**src/rtl/rtm_pkg.sv**
```systemverilog
package rtm_pkg;
  localparam int unsigned DATA_W = 16;
  localparam int unsigned ADDR_W = 2;
  localparam int unsigned CFG_W  = 9;

  localparam logic [ADDR_W-1:0] A_CTRL   = 2'd0;
  localparam logic [ADDR_W-1:0] A_RELOAD = 2'd1;
  localparam logic [ADDR_W-1:0] A_COUNT  = 2'd2;

  localparam int unsigned B_FLAG = 2;
  localparam int unsigned B_EN   = 1;
  localparam int unsigned B_TRG  = 0;
  localparam int unsigned CFG_LO = 3;

  // log2 of each divider ratio, indexed by select code
  localparam int unsigned N_DIV = 3;
  localparam int unsigned DIV_LOG2 [0:N_DIV-1] = '{1, 3, 5};
  localparam int unsigned PRE_W = 5;

  typedef enum logic [1:0] {
    SEL_DIV2  = 2'd0,
    SEL_DIV8  = 2'd1,
    SEL_DIV32 = 2'd2,
    SEL_HALT  = 2'd3
  } div_sel_e;

  typedef struct packed {
    div_sel_e   sel;
    logic [2:0] mode;
    logic       out_en;
    logic       out_lvl;
    logic       reload_en;
    logic       irq_en;
  } cfg_t;
endpackage

```
**src/rtl/rtm_rst_sync.sv**
```systemverilog
module rtm_rst_sync (
  input  logic clk,
  input  logic rst_n,
  output logic rst_sync_n
);
  logic [1:0] sync_q;

  always_ff @(posedge clk or negedge rst_n) begin
    if (!rst_n) sync_q <= 2'b00;
    else        sync_q <= {sync_q[0], 1'b1};
  end

  assign rst_sync_n = sync_q[1];
endmodule

```
**src/rtl/rtm_prescale.sv**
```systemverilog
module rtm_prescale
  import rtm_pkg::*;
#(
  parameter int unsigned PW = PRE_W
) (
  input  logic     clk,
  input  logic     rst_n,
  input  logic     run,
  input  logic     restart,
  input  div_sel_e sel,
  output logic     tick
);
  logic [PW-1:0] div_q, div_d;
  logic [3:0]    taps;

  always_comb begin
    div_d = div_q + 1'b1;
    if (restart || !run) div_d = '0;
  end

  always_ff @(posedge clk or negedge rst_n) begin
    if (!rst_n) div_q <= '0;
    else        div_q <= div_d;
  end

  for (genvar g = 0; g < N_DIV; g++) begin : g_tap
    assign taps[g] = &div_q[DIV_LOG2[g]-1:0];
  end
  assign taps[3] = 1'b0;

  assign tick = run & taps[sel];
endmodule

```
**src/rtl/rtm_ctrl_reg.sv**
```systemverilog
module rtm_ctrl_reg
  import rtm_pkg::*;
(
  input  logic              clk,
  input  logic              rst_n,
  input  logic              wr_ctrl,
  input  logic [DATA_W-1:0] wdata,
  input  logic              uf_set,
  output cfg_t              cfg,
  output logic              flag,
  output logic              cnt_en,
  output logic              trig
);
  cfg_t cfg_q, cfg_d;
  logic flag_q, flag_d;
  logic en_q, en_d;
  logic cfg_we;

  assign cfg_we = wr_ctrl & ~en_q;

  always_comb begin
    cfg_d  = cfg_q;
    en_d   = en_q;
    flag_d = flag_q;
    if (cfg_we)  cfg_d = cfg_t'(wdata[CFG_LO +: CFG_W]);
    if (wr_ctrl) en_d = wdata[B_EN];
    if (wr_ctrl && !wdata[B_FLAG]) flag_d = 1'b0;
    if (uf_set) flag_d = 1'b1;
  end

  always_ff @(posedge clk or negedge rst_n) begin
    if (!rst_n) begin
      cfg_q  <= '0;
      en_q   <= 1'b0;
      flag_q <= 1'b0;
    end else begin
      cfg_q  <= cfg_d;
      en_q   <= en_d;
      flag_q <= flag_d;
    end
  end

  assign trig   = wr_ctrl & wdata[B_TRG] & wdata[B_EN];
  assign cfg    = cfg_q;
  assign flag   = flag_q;
  assign cnt_en = en_q;
endmodule

```
**src/rtl/rtm_counter.sv**
```systemverilog
module rtm_counter
  import rtm_pkg::*;
#(
  parameter int unsigned CW = DATA_W
) (
  input  logic          clk,
  input  logic          rst_n,
  input  logic          tick,
  input  logic          trig,
  input  logic          cnt_en,
  input  logic          reload_en,
  input  logic [CW-1:0] reload,
  output logic [CW-1:0] count,
  output logic          running,
  output logic          uf_event
);
  logic [CW-1:0] cnt_q, cnt_d;
  logic          run_q, run_d;
  logic          cnt_ce;

  always_comb begin
    cnt_d    = cnt_q;
    run_d    = run_q;
    uf_event = 1'b0;
    if (trig) begin
      cnt_d = reload;
      run_d = 1'b1;
    end else if (!cnt_en) begin
      run_d = 1'b0;
    end else if (run_q && tick) begin
      if (cnt_q == '0) begin
        uf_event = 1'b1;
        if (reload_en) begin
          cnt_d = reload;
        end else begin
          cnt_d = '1;
          run_d = 1'b0;
        end
      end else begin
        cnt_d = cnt_q - 1'b1;
      end
    end
  end

  assign cnt_ce = trig | (cnt_en & run_q & tick);

  always_ff @(posedge clk or negedge rst_n) begin
    if (!rst_n) begin
      cnt_q <= '0;
      run_q <= 1'b0;
    end else begin
      run_q <= run_d;
      if (cnt_ce) cnt_q <= cnt_d;
    end
  end

  assign count   = cnt_q;
  assign running = run_q;
endmodule

```
**src/rtl/reload_timer16.sv**
```systemverilog
module reload_timer16
  import rtm_pkg::*;
(
  input  logic              clk,
  input  logic              rst_n,
  input  logic              wr_en,
  input  logic [ADDR_W-1:0] addr,
  input  logic [DATA_W-1:0] wdata,
  output logic [DATA_W-1:0] rdata,
  output logic              irq
);
  logic              rst_sync_n;
  cfg_t              cfg;
  logic              flag, cnt_en, trig, tick, running, uf_event;
  logic [DATA_W-1:0] reload_q, reload_d, count;
  logic [CFG_W-1:0]  cfg_bits;
  logic              reload_en, irq_en;
  logic [1:0]        sel_bits;
  logic              wr_ctrl, wr_reload;

  assign wr_ctrl   = wr_en & (addr == A_CTRL);
  assign wr_reload = wr_en & (addr == A_RELOAD);

  rtm_rst_sync i_rst (.clk(clk), .rst_n(rst_n), .rst_sync_n(rst_sync_n));

  rtm_ctrl_reg i_ctrl (
    .clk(clk), .rst_n(rst_sync_n), .wr_ctrl(wr_ctrl), .wdata(wdata),
    .uf_set(uf_event), .cfg(cfg), .flag(flag), .cnt_en(cnt_en), .trig(trig)
  );

  rtm_prescale #(.PW(PRE_W)) i_pre (
    .clk(clk), .rst_n(rst_sync_n), .run(running), .restart(trig),
    .sel(cfg.sel), .tick(tick)
  );

  rtm_counter #(.CW(DATA_W)) i_cnt (
    .clk(clk), .rst_n(rst_sync_n), .tick(tick), .trig(trig),
    .cnt_en(cnt_en), .reload_en(cfg.reload_en), .reload(reload_q),
    .count(count), .running(running), .uf_event(uf_event)
  );

  always_comb begin
    reload_d = reload_q;
    if (wr_reload) reload_d = wdata;
  end

  always_ff @(posedge clk or negedge rst_sync_n) begin
    if (!rst_sync_n) reload_q <= '0;
    else             reload_q <= reload_d;
  end

  assign cfg_bits  = cfg;
  assign reload_en = cfg.reload_en;
  assign irq_en    = cfg.irq_en;
  assign sel_bits  = cfg.sel;

  always_comb begin
    unique case (addr)
      A_CTRL:   rdata = {{(DATA_W-CFG_LO-CFG_W){1'b0}}, cfg_bits, flag, cnt_en, 1'b0};
      A_RELOAD: rdata = reload_q;
      A_COUNT:  rdata = count;
      default:  rdata = '0;
    endcase
  end

  assign irq = flag & cfg.irq_en;
endmodule

```
**config.mk**
```make
export PLATFORM = sky130hd
export DESIGN_NAME = reload_timer16
export DESIGN_NICKNAME = d
export VERILOG_FILES = /design/src/rtl/rtm_pkg.sv /design/src/rtl/rtm_rst_sync.sv /design/src/rtl/rtm_prescale.sv /design/src/rtl/rtm_ctrl_reg.sv /design/src/rtl/rtm_counter.sv /design/src/rtl/reload_timer16.sv
export SDC_FILE = /design/constraint.sdc
export NUM_CORES = 1
export LEC_CHECK = 0
export ABC_AREA = 0
export BUFFER_PORTS_ARGS = -buffer_cell sky130_fd_sc_hd__buf_2
export CORE_ASPECT_RATIO = 1.5
export CORE_MARGIN = 2
export CORE_UTILIZATION = 52
export CTS_CLUSTER_SIZE = 10
export DETAILED_ROUTE_END_ITERATION = 10
export GPL_ROUTABILITY_DRIVEN = 0
export GPL_TIMING_DRIVEN = 0
export MAX_ROUTING_LAYER = met4
export PLACE_DENSITY = 0.76
export RECOVER_POWER = 25
export SYNTH_ARGS = -nofsm -noshare
export SYNTH_HDL_FRONTEND = slang
export SYNTH_SLANG_ARGS = --single-unit
```
**constraint.sdc**
```tcl
create_clock -name clk -period 4.84 [get_ports clk]
set_clock_uncertainty 0.05 [all_clocks]
set_input_delay 0.968 -clock clk [delete_from_list [all_inputs] [get_ports clk]]
set_output_delay 0.968 -clock clk [all_outputs]
set_load 0.05 [all_outputs]
```
==> out/metrics.yaml <==
status: "finished with violations"
violations: "max-capacitance violations, max-slew violations"
crit_type: "input pin to output pin"
power_leakage_nw: 1.33
cts_hold_buffers: 0
r2r_cells: 8
yosysUniqueCellTypes: 45
tightestPinTransition_ps: 2190
cts.clk_slew.worst_paths_ps: 90
synth_warnings: 0
grt_usage: 0.245
drc: 0
placedCellCount: 380
drt_iter0_markers: 126
portBuffers: 36
synth_top_cell_by_area: "dfrtp_1"
pin_count: 38
post-dp-hpwl_um: 4960
post_cts_buffers: 0
crit_path_end_kind: "output pin"
drive_gt1_frac: 0.235
period_needed_ps: 3540
fin_ws_ps: 1300
stdcell_count: 387
worstPathArrival_ps: 2520
clockRootBuffer: "clkbuf_8"
grt-ovfl-total: 0
r2r_slack_ps: 2110
syn_nets: 301
core_area_sq_um: 5160
wl_per_cell_um: 17.3
cp-startpoint: "addr[1]"
htree_levels: 2
grt_pass1_vias: 2356
fp.dieH_um: 94.1
drt-total-wl_um: 6700
rsz0062_at_grt: "false"
timing.fmax_ghz: 0.283
ys_ff_latch: 51
grt_max_degree: 42
ant_nets: 0
drv_cap: 1
cellPowerDensity_nw_per_um2: 340
firstDrtPassIters: 4
cts_resized: 0
critPathMaxFanout: 10
synth_cells: 275
cts_tree: "done"
tns_ps: 0
slew_viol_final: 42
final_cell_mix: "dfrtp_1 (51), buf_2 (36), nand2_1 (29)"
worst_ir_drop_vdd_v: 0.000247
relSlewSlack: -0.457
syn_to_final_growth_pct: 12.2
cts_buffers: 5
synth_edf_count: 0
avgViaCountPerCell: 6.09
fin_nets: 345
hold_viol_final: 0
netlist.area_leader.share: 0.454
syn_area_per_cell_sq_um: 10.2
grt_first_pass_wirelength_um: 11000
async_flop_share: 1.00
synth-main-ff-cell: "dfrtp_1"
clk_latency_ps: 300
antenna_cells: 0
required_ps: 3820
synth_area_leaders: "dfrtp_1 (45%), mux2_2 (10%), mux2i_1 (5.3%)"
worst_setup_path_start_kind: "input pin"
vias: 2355
die_x_um: 64.1
setup_viol: 0
synth-seq-area-share: 0.454
clockBufferDepth: 2
fillCellCount: 455
syn_area_sq_um: 2810
final_common_cell: "dfrtp_1"
cts_sinks: 51
antenna_found_initial: 0
regToRegEndpoint: "i_cnt.count[9]"
pre_cts_slack_ps: 1340
worstReg2RegStart: "i_cnt.count[0]"
layout_worst_path_cycle_share: 0.731
min_path_type: "flop to async pin"
dieArea_sq_um: 6030
start_util: 0.545
num_rows: 32
how the worst max path moves through the flow:
stage                     end  depth (start not counted)
floorplan           rdata[10]                          4
global placement     rdata[6]                          7
detailed placement   rdata[6]                          7
CTS                  rdata[6]                          7
global route         rdata[1]                          7
finish               rdata[6]                          7
layer usage:
layer,part of all wire,track usage
met2,0.52,0.415
met3,0.053,0.0360
met5,0,-
met1,0.39,0.283
met4,0.031,0.120
final cells by class:
type	instances	area, sq um	area share
Inverter	3	11.3	0.00357
Buffer	15	65.1	0.0206
Timing Repair Buffer	37	183	0.0579
Multi-Input combinational cell	206	1460	0.463
Clock buffer	7	76.3	0.0242
Sequential cell	51	1280	0.404
Tap cell	68	85.1	0.0270
Yosys cell counts (all sizes together), types with 4 or more instances:
cell and count:
a21oi 5, or3 13, nand2 29, ha 5, clkbuf 12, a32o 9
nor3 7, dfrtp 51, mux2 27, a22o 6, mux2i 15, nor2 13
nand3 5, nor4 4, o21ai 28, and3 8
state kept, by name, indices dropped and copies added (netlist names):
name,cells
reload_q,16
i_ctrl.cnt_en,1
i_ctrl.cfg,9
i_rst.sync_q,2
i_cnt.count,16
i_pre.div_q,5
i_cnt.running,1
i_ctrl.flag,1
logic make-up (layout without fill, tap and decap cells):
logic type                 Yosys count  count (layout)  synth area share
adders and majority gates            5               5            0.0222
muxes                               42              42             0.163
other                                1               1           0.00133
and+or+nand+nor                     92              92             0.168
xor gates and xnor gates             1               1           0.00311
DFF                                 51              51             0.454
buffers and inverters               18              62            0.0271
AOI/OAI and AO/OA                   65              65             0.161
power by group:
group	switching [mW]	leakage (nW)	total, mW	internal [mW]
Combinational	0.167	0.708	0.279	0.112
Clock	0.132	0.0383	0.232	0.0999
Sequential	0.0693	0.589	0.562	0.493
Total	0.368	1.33	1.07	0.705
critical path: stages:
cell and delay [ps]:
clkbuf_1 140, nor2b_1 130, clkbuf_1 330, clkbuf_1 440, nand2_1 100, o21ai_0 110
buf_2 300
through the flow:
step	utilization	cell area [sq um]	hold slack, ps	total power, mW
finish	0.611	3160	101	1.07
global route	0.611	3160	131	1.13
CTS	0.615	3180	86.7	1.08
detailed placement	0.600	3100	78.3	0.852
global placement	0.596	3080	287	0.841
floorplan	-	2810	281	0.771
(Power assumes the default switching activity.)
